--- config.mk ---
export PLATFORM = sky130hd
export DESIGN_NAME = prg_map
export DESIGN_NICKNAME = d
export VERILOG_FILES = /design/src/rtl/prg_map_pkg.sv /design/src/rtl/prg_bank_regs.sv /design/src/rtl/prg_window_map.sv /design/src/rtl/prg_map.sv
export SDC_FILE = /design/constraint.sdc
export NUM_CORES = 1
export LEC_CHECK = 0
export BUFFER_PORTS_ARGS = -buffer_cell sky130_fd_sc_hd__clkbuf_2
export CORE_MARGIN = 2
export CORE_UTILIZATION = 42
export CTS_CLUSTER_SIZE = 16
export DETAILED_ROUTE_END_ITERATION = 6
export GPL_ROUTABILITY_DRIVEN = 0
export PLACE_DENSITY = 0.81
export SETUP_SLACK_MARGIN = 0.15
export SYNTH_ARGS = -nofsm -noshare
export SYNTH_HDL_FRONTEND = slang
export SYNTH_SLANG_ARGS = --single-unit
export TNS_END_PERCENT = 30
--- constraint.sdc ---
create_clock -name clk -period 1.8 [get_ports clk]
set_input_delay 0.18 -clock clk [delete_from_list [all_inputs] [get_ports clk]]
set_output_delay 0.18 -clock clk [all_outputs]
set_load 0.03 [all_outputs]
--- src/rtl/prg_map_pkg.sv ---
package prg_map_pkg;

    localparam int NUM_SWITCHED = 2;

    localparam logic [15:0] WIN0_SEL_ADDR = 16'h8010;
    localparam logic [15:0] WIN1_SEL_ADDR = 16'hA010;
    localparam logic [15:0] ARRANGE_ADDR  = 16'h9400;

    typedef enum logic [1:0] {
        ARR_VERT  = 2'd0,
        ARR_HORZ  = 2'd1,
        ARR_ONE_A = 2'd2,
        ARR_ONE_B = 2'd3
    } arrange_e;

    function automatic logic [15:0] win_sel_addr(input int idx);
        return (idx == 0) ? WIN0_SEL_ADDR : WIN1_SEL_ADDR;
    endfunction

    function automatic int unsigned fold_page(input logic [7:0] raw, input int unsigned count);
        return int'(raw) % count;
    endfunction

endpackage

--- src/rtl/prg_bank_regs.sv ---
module prg_bank_regs
    import prg_map_pkg::*;
#(
    parameter int PAGE_COUNT = 12,
    localparam int PW = $clog2(PAGE_COUNT)
) (
    input  logic                             clk,
    input  logic                             rst_n,
    input  logic [15:0]                      addr,
    input  logic [7:0]                       data,
    input  logic                             wr,
    output logic [NUM_SWITCHED-1:0][PW-1:0]  win_page,
    output arrange_e                         arrange
);

    typedef struct packed {
        logic [NUM_SWITCHED-1:0][PW-1:0] win;
        arrange_e                        arr;
    } regs_t;

    regs_t state_d, state_q, reset_val;

    always_comb begin
        reset_val.arr = ARR_VERT;
        for (int i = 0; i < NUM_SWITCHED; i++) begin
            reset_val.win[i] = PW'(i % PAGE_COUNT);
        end
    end

    always_comb begin
        state_d = state_q;
        if (wr) begin
            for (int i = 0; i < NUM_SWITCHED; i++) begin
                if (addr == win_sel_addr(i)) begin
                    state_d.win[i] = PW'(fold_page(data, PAGE_COUNT));
                end
            end
            if (addr == ARRANGE_ADDR) begin
                state_d.arr = arrange_e'(data[1:0]);
            end
        end
    end

    always_ff @(posedge clk) begin
        if (!rst_n) begin
            state_q <= reset_val;
        end else begin
            state_q <= state_d;
        end
    end

    assign win_page = state_q.win;
    assign arrange  = state_q.arr;

endmodule

--- src/rtl/prg_window_map.sv ---
module prg_window_map
    import prg_map_pkg::*;
#(
    parameter int PAGE_COUNT = 12,
    localparam int PW = $clog2(PAGE_COUNT)
) (
    input  logic [15:0]                      addr,
    input  logic [NUM_SWITCHED-1:0][PW-1:0]  win_page,
    output logic                             sel,
    output logic [PW-1:0]                    page,
    output logic [12:0]                      offset
);

    localparam logic [PW-1:0] FIXED_LO = PW'(PAGE_COUNT - 2);
    localparam logic [PW-1:0] FIXED_HI = PW'(PAGE_COUNT - 1);

    logic [1:0] region;

    assign region = addr[14:13];
    assign sel    = addr[15];
    assign offset = addr[12:0];

    always_comb begin
        page = '0;
        if (sel) begin
            unique case (region)
                2'd0:    page = win_page[0];
                2'd1:    page = win_page[1];
                2'd2:    page = FIXED_LO;
                default: page = FIXED_HI;
            endcase
        end
    end

endmodule

--- src/rtl/prg_map.sv ---
module prg_map
    import prg_map_pkg::*;
#(
    parameter int PAGE_COUNT = 12,
    localparam int PW = $clog2(PAGE_COUNT)
) (
    input  logic          clk,
    input  logic          rst_n,
    input  logic [15:0]   cpu_addr,
    input  logic [7:0]    cpu_data,
    input  logic          cpu_wr,
    output logic          rom_sel,
    output logic [PW-1:0] rom_page,
    output logic [12:0]   rom_offset,
    output logic [1:0]    mirror_mode
);

    logic [NUM_SWITCHED-1:0][PW-1:0] win_pages_w;
    arrange_e                        arrange_w;

    prg_bank_regs #(.PAGE_COUNT(PAGE_COUNT)) u_regs (
        .clk      (clk),
        .rst_n    (rst_n),
        .addr     (cpu_addr),
        .data     (cpu_data),
        .wr       (cpu_wr),
        .win_page (win_pages_w),
        .arrange  (arrange_w)
    );

    prg_window_map #(.PAGE_COUNT(PAGE_COUNT)) u_map (
        .addr     (cpu_addr),
        .win_page (win_pages_w),
        .sel      (rom_sel),
        .page     (rom_page),
        .offset   (rom_offset)
    );

    assign mirror_mode = arrange_w;

endmodule

# [Word level (Yosys, flattened, before mapping)]
# Index checks and enable logic that the tools add are counted.
[word_totals] ff_bits=10 input_bits=27 word_cells=15
[classes] div_mod_pow=1 eq_ne=5 mux=2 reduce_logical=4
[ops] cell="$eq 16x16->1 const B" count=3
[ops] cell="$mod 8x4->32 const B" count=1
[ops] cell="$pmux 4 s3" count=1
[ops] cell="$reduce_and 2->1" count=3
[ops] cell="$mux 4" count=1
[ops] cell="$eq 2x1->1 const B" count=1
[ops] cell="$eq 2x2->1 const B" count=1
[ops] cell="$logic_not 2->1" count=1

# [Depth between registers and ports, before layout]
# Gate-level depths: netlist of the first run.
[logic_depth] ltp_word=3 mapped_depth=9

# [Hierarchy]
# From an unflattened synthesis of the first run, not the netlist that was laid out.
[unflattened] hier_cells=109 hier_area_um2=935.9
[modules_own_cells] mod="prg_bank_regs" instances=1 cells_each=86 area_each_um2=754.5 seq_area_each_um2=200.2
[modules_own_cells] mod="prg_window_map" instances=1 cells_each=23 area_each_um2=181.4 seq_area_each_um2=0.0

# [Least setup slack after synthesis of the first run]
# OpenSTA, ideal clock, no wires.
[synth_path] path_kind="input -> register" startpoint="input port cpu_data[6]" endpoint="register u_regs.state_q, in the netlist u_regs.win_page[2]" arrival_time_ns=1.881 required_ns=1.704 setup_slack_ns=-0.176 stages=9 path_cell_list="buf_4 > clkbuf_1 > ha_1 > and2b_1 > and2_1 > o221ai_2 > o311a_1 > o31a_1 > o41ai_2"
[synth_between] elab_chain_len=1
[synth_rtl] element="start: declaration" line="prg_map.sv:10" source="input logic [7:0] cpu_data,"
[synth_rtl] element="$mod 8x4->32" line="prg_map_pkg.sv:21" source="return int'(raw) % count;"
[synth_rtl] element="end signal: assignment" line="prg_bank_regs.sv:46" source="state_q <= reset_val;"
[synth_rtl] element="end signal: assignment" line="prg_bank_regs.sv:48" source="state_q <= state_d;"
[synth_rtl] element="end: declaration" line="prg_bank_regs.sv:21" source="regs_t state_d, state_q, reset_val;"
# Every way passes these cells.
# A chain may end at the register's enable or synchronous reset.

# [Worst setup path after layout of the first run]
[layout_path] startpoint="input port cpu_data[5]" endpoint="register u_regs.state_q, in the netlist u_regs.win_page[3]"
# The elaborated chain is that of the path after synthesis.

==> metrics.md, run 1 <==
| Metric | Value |
|---|---|
| ANT nets after route | 0 |
| Post-synth top area share | 19.80% |
| Commonest non-fill, non-tap cell in the layout | clkbuf_2 |
| GR peak layer | met2 |
| Number of global-route vias before repair | 971 |
| Post-synth cell types | 48 |
| Area of the multi-input gates | 679.4 sq um |
| Post-synthesis net count | 156 |
| Worst-path maximum fanout | 11 |
| Clock skew | 0 ps |
| Gr ovfl total | 0 |
| Area Growth Syn to Fin | 21.41% |
| Syn_area_per_cell | 7.898 sq um |
| CTS resizes | 0 |
| Layout Nets | 192 |
| Peak supply drop | 476.1 uV |
| Top Ports | 47 |
| Slowest cell on the critical path | a211oi_1 |
| Post-synthesis compound-gate area fraction | 22.52% |
| Hold-critical path depth | 2 |
| Arrival time at the worst endpoint | 1770 ps |
| FP Rows | 17 |
| Critical path capture point type | flop |
| Layout fillers | 214 |
| Initial Util | 44.84% |
| Hold buffer count at cts | 0 |
| Worst Hold End | u_regs.win_page[4]$_SDFFE_PN1P_ |
| Area leader, netlist | dfxtp_1 |
| Sequential share of the synthesized area | 19.80% |
| Worst Setup Start Kind | input port |
| Full die area | 2815 sq um |
| Reg2reg path depth | 2 |
| Post-Synth XOR/XNOR Area | 2.599% |
| Synth Flop Type | dfxtp_1 |
| Clk buf depth | 2 |
| Crit path kind | input port to flop |
| CP bufs+invs | 1 |
| Unrepaired setup endpoints after global routing | yes |
| Slew Limit Fails | 0 |
| Met3 Use GR | 4.520% |
| WL/cell | 13.82 um |
| CTS sink count | 10 |
| Crit path max-delay family | compound AO/OA/AOI/OAI gates |
| Storage element area | 200.2 sq um |
| Slowest Stage Delay on Critical Path | 450 ps |
| Worst R2R Setup Slack | 1080 ps |
| Most frequent cells in the layout | clkbuf_2, nor2_1, dfxtp_1 |
| Vias | 1085 |
| Post-synth EDFFs | 0 |
| Outcome | finished, final reports clean |
| Critical R2R Capture | u_regs.win_page[3]$_SDFFE_PN0P_ |
| Die height | 53.06 um |
| Ant. Diodes | 0 |
| Drt pass-1 iters | 4 |
| Iteration-0 DRC Markers | 44 |
| Final Setup Violations | 0 |
| Synth area leaders | dfxtp_1, buf_4, mux2i_1, nor2_1, o21ai_0 |
| Reg2reg start | u_regs.win_page[3]$_SDFFE_PN0P_ |
| Tmin final | 1614 ps |
| Utilization after layout | 54.44% |
| P_leak | 0.0005783 uW |
| CTS clk-pin slew, worst paths | 60 ps |
| FFs w/ async S/R, synth | 0% |
| Post-synthesis adder-cell area fraction | 1.238% |
| Initial antenna violation count | 0 |
| DRC violation count after routing | 0 |
| Global-route wire length before repair | 4105 um |
| HP Start | rst_n |
| Post-CTS Setup Bufs | 0 |
| CTS root buf | clkbuf_4 |
| Worst-margin pin slew | 437.4 ps |
| Worst skew pair latency | 260 ps |
| Drt via density | 5.711 |
| Final Hold Vio Count | 0 |
| Total power draw | 604.7 uW |
| Post-synthesis mux area share | 10.27% |
| CTS H-Tree Depth | 1 |
| Yosys warning total | 0 |
| Largest family of logic cells by synthesized area | simple AND/OR/NAND/NOR gates |
| Share of cells above drive strength 1 | 40.12% |
| Core ar. | 2255 sq um |
| HP Class | input port to flop |
| Largest net degree at the start of global routing | 14 |
| Slew HR | 70.66% |
| Pwr dens | 492.7 nW/um^2 |
| Max-cap violation count | 0 |
| Post-synthesis cell count | 128 |
| TritonCTS clock tree | yes |
| M1 GR Usage | 22.91% |
| Chip width | 53.06 um |
| PortBufs | 46 |
| Crit path cell chain | clkbuf_2, and2b_1, a211oi_1, o221ai_2, o211ai_1, nand3_1, o21ba_1 |
| Mapped Area | 1011 sq um |
| Fmax | 0.6194 GHz |
| Total wire length | 2625 um |
| Fin crit share | 89.69% |
| Total track usage | 19.53% |
| Detail Placement HPWL | 2056 um |
| Worst EP required | 1960 ps |
| Post-Synth Simple-Gate Area | 27.48% |
| Num CTS Buffers | 3 |
| GRT met2 Usage | 32.71% |
| Synthesis-stage register bit count | 10 |
[routing by layer]
layer / routed length [um] / vias to the layer above
met5: 0 / -
li1: - / 529
met1: 1033 / 488
met4: 110 / 0
met3: 154 / 12
met2: 1327 / 56
[worst reg2reg max path, delay by kind of cell, from the launching register on]
family | cells | cell delay [ps]
DFF | 1 | 310
AOI/OAI and AO/OA | 2 | 310
[Yosys cell counts, types with 4 or more instances]
master / n
buf_4: 16
dfxtp_1: 10
inv_1: 4
mux2i_1: 7
nand2_1: 6
nand3_1: 5
nor2_1: 11
o21ai_0: 7
[flip-flops by register name, summed over array words and instances (netlist names)]
signal	flops
u_regs.arrange	2
u_regs.win_page	8
[cells by family (layout without fill, tap and decap cells)]
| family | Yosys count | after routing |
|---|---|---|
| and+or+nand+nor | 49 | 49 |
| xor gates and xnor gates | 3 | 3 |
| AOI/OAI and AO/OA | 30 | 30 |
| buffers and inverters | 25 | 59 |
| adders and majority gates | 1 | 1 |
| DFF | 10 | 10 |
| muxes | 10 | 10 |
[through the flow]
stage | instances | cell area (sq um) | setup WS [ps] | hold slack [ps] | TNS [ps]
global placement | 187 | 1200 | 24.31 | 417.0 | 0
CTS | 190 | 1222 | 155.0 | 151.6 | 0
detailed placement | 187 | 1200 | -80.52 | 424.9 | -223.9
global route | 190 | 1227 | 103.7 | 160.9 | 0
finish | 190 | 1227 | 185.6 | 173.0 | 0
floorplan | 128 | 1046 | -19.41 | 241.9 | -19.41
[layout make-up]
type	count	area share (%)
Tap cell	28	2.854
Multi-Input combinational cell	93	55.35
Sequential cell	10	16.31
Timing Repair Buffer	52	22.43
Clock buffer	3	1.835
Inverter	4	1.223
[where the power goes]
part	switching, uW	internal, uW	total (uW)
clock	70.5	77.0	147
sequential	0.00102	221	221
combinational	144	92.2	236
total	214	390	605
[worst max-delay path by stage]
stage                      from                               to  slack (ps)  cells after the start
finish              cpu_data[5]  u_regs.win_page[3]$_SDFFE_PN0P_         190                      7
global route        cpu_data[6]  u_regs.win_page[6]$_SDFFE_PN0P_         100                      8
CTS                 cpu_data[6]  u_regs.win_page[3]$_SDFFE_PN0P_         160                      8
detailed placement  cpu_data[6]  u_regs.win_page[3]$_SDFFE_PN0P_         -80                      8
global placement    cpu_data[6]  u_regs.win_page[2]$_SDFFE_PN0P_          20                      8
floorplan           cpu_data[6]  u_regs.win_page[2]$_SDFFE_PN0P_         -20                      9
Note: power is estimated with default switching activity, not from simulation.
==> run 2, diff against run 1 <==
--- a/config.mk
+++ b/config.mk
@@ -7,11 +7,12 @@
 export LEC_CHECK = 0
 export BUFFER_PORTS_ARGS = -buffer_cell sky130_fd_sc_hd__clkbuf_2
 export CORE_MARGIN = 2
-export CORE_UTILIZATION = 42
+export CORE_UTILIZATION = 43
+export CTS_BUF_LIST = sky130_fd_sc_hd__clkbuf_4
 export CTS_CLUSTER_SIZE = 16
 export DETAILED_ROUTE_END_ITERATION = 6
 export GPL_ROUTABILITY_DRIVEN = 0
-export PLACE_DENSITY = 0.81
+export PLACE_DENSITY = 0.83
 export SETUP_SLACK_MARGIN = 0.15
 export SYNTH_ARGS = -nofsm -noshare
 export SYNTH_HDL_FRONTEND = slang
==> metrics.md, run 2 (synthesis gave the netlist of run 1 again) <==
| Metric | Value |
|---|---|
| Num CTS Buffers | 3 |
| Die height | 52.49 um |
| Crit path cell chain | clkbuf_2, ha_4, nand3b_1, mux2_4, o221ai_2, o21ai_1, and2_1, o41ai_2 |
| Fin crit share | 87.28% |
| Hold buffer count at cts | 0 |
| P_leak | 0.0005680 uW |
| Drt via density | 5.691 |
| Outcome | finished, final reports clean |
| Drt pass-1 iters | 4 |
| Initial Util | 45.70% |
| HP Class | input port to flop |
| Worst-path maximum fanout | 7 |
| Clock skew | 0 ps |
| Post-CTS Setup Bufs | 0 |
| Worst EP required | 1970 ps |
| Commonest non-fill, non-tap cell in the layout | clkbuf_2 |
| Slowest cell on the critical path | o41ai_2 |
| Crit path kind | input port to flop |
| Slowest Stage Delay on Critical Path | 310 ps |
| Largest net degree at the start of global routing | 14 |
| Total track usage | 18.18% |
| CTS root buf | clkbuf_4 |
| Area Growth Syn to Fin | 19.55% |
| Worst-margin pin slew | 400.8 ps |
| TritonCTS clock tree | yes |
| Share of cells above drive strength 1 | 38.13% |
| Fmax | 0.6365 GHz |
| Post-Layout Cell Count | 188 |
| WL/cell | 13.02 um |
| Total wire length | 2448 um |
| Number of global-route vias before repair | 934 |
| Gr ovfl total | 0 |
| Met1 wire length | 994 um |
| Slew HR | 73.21% |
| Iteration-0 DRC Markers | 18 |
| Core ar. | 2212 sq um |
| Pwr dens | 498.5 nW/um^2 |
| Max-cap violation count | 0 |
| Slew Limit Fails | 0 |
| Initial antenna violation count | 0 |
| Full die area | 2755 sq um |
| Most frequent cells in the layout | clkbuf_2, nor2_1, dfxtp_1 |
| Global-route wire length before repair | 3850 um |
| CTS H-Tree Depth | 1 |
| FP Rows | 17 |
| Setup TNS Final | 0 ps |
| Worst skew pair latency | 260 ps |
| CTS clk-pin slew, worst paths | 70 ps |
| Critical path capture point type | flop |
| Unrepaired setup endpoints after global routing | no |
| Clk buf depth | 2 |
| CTS sink count | 10 |
| Worst Hold Slack | 153.4 ps |
| Wire length on met3 | 124 um |
| Final Hold Vio Count | 0 |
| Final Setup Violations | 0 |
| ANT nets after route | 0 |
| Chip width | 52.49 um |
| DRC violation count after routing | 0 |
| Layout Nets | 189 |
| Ant. Diodes | 0 |
| PortBufs | 46 |
| Worst Setup Start Kind | input port |
| Max layer used | met4 |
| Utilization after layout | 54.64% |
| Number of flip-flops in the largest register | 8 |
| Top Ports | 47 |
| Detail Placement HPWL | 2038 um |
| Tmin final | 1571 ps |
| Vias | 1070 |
| Peak supply drop | 437.2 uV |
| Arrival time at the worst endpoint | 1740 ps |
| CTS resizes | 0 |
| Met2 WL post-DR | 1287 um |
| # placed instances | 184 |
[run 2: power breakdown]
group / internal, uW / switching (uW) / total [uW]
clock network: 80.0 / 76.4 / 156
registers: 221 / 0.00103 / 221
logic: 86.6 / 138 / 225
total: 388 / 215 / 602
[run 2: path summary, 6_finish.rpt]
path                                                 startpoint                         endpoint  slack (ps)  cells after the start
worst max-delay path                                cpu_data[6]  u_regs.win_page[2]$_SDFFE_PN0P_         230                      8
worst min-delay path                                      rst_n  u_regs.win_page[4]$_SDFFE_PN1P_         150                      2
worst max register to register  u_regs.win_page[3]$_SDFFE_PN0P_  u_regs.win_page[3]$_SDFFE_PN0P_        1070                      2
worst min register to register  u_regs.win_page[1]$_SDFFE_PN0P_  u_regs.win_page[1]$_SDFFE_PN0P_         490                      2
[run 2: cell type report]
class / instances / area (sq um)
clock buffers: 3 / 22.52
clock inverters: 1 / 3.754
fillers: 212 / 1003
inverters: 4 / 15.01
multi-input cells: 93 / 679.4
flip-flops and latches: 10 / 200.2
well taps: 28 / 35.03
repair buffers: 49 / 252.7
[run 2: worst max-delay path: cells and delay by family]
family / cells / cell delay [ps]
and+or+nand+nor: 2 / 350
AOI/OAI and AO/OA: 3 / 540
buffers and inverters: 1 / 110
muxes: 1 / 290
adders and majority gates: 1 / 270
[run 2: stage by stage]
step                      setup WS [ps]  power [uW]  instance area (sq um)
after floorplan                  -19.41       396.8                   1046
after detailed placement         -38.13       447.2                   1177
after global placement            21.63       438.9                   1177
after CTS                         242.2       603.0                   1204
after global routing              154.1       636.5                   1209
final                             228.9       602.5                   1209
[run 2: metal layers]
| layer | up-vias | GRT usage, % |
|---|---|---|
| met5 | - | 0 |
| met4 | 0 | 7.692 |
| met3 | 6 | 3.143 |
| met2 | 45 | 30.83 |
| met1 | 491 | 22.36 |
| li1 | 528 | - |
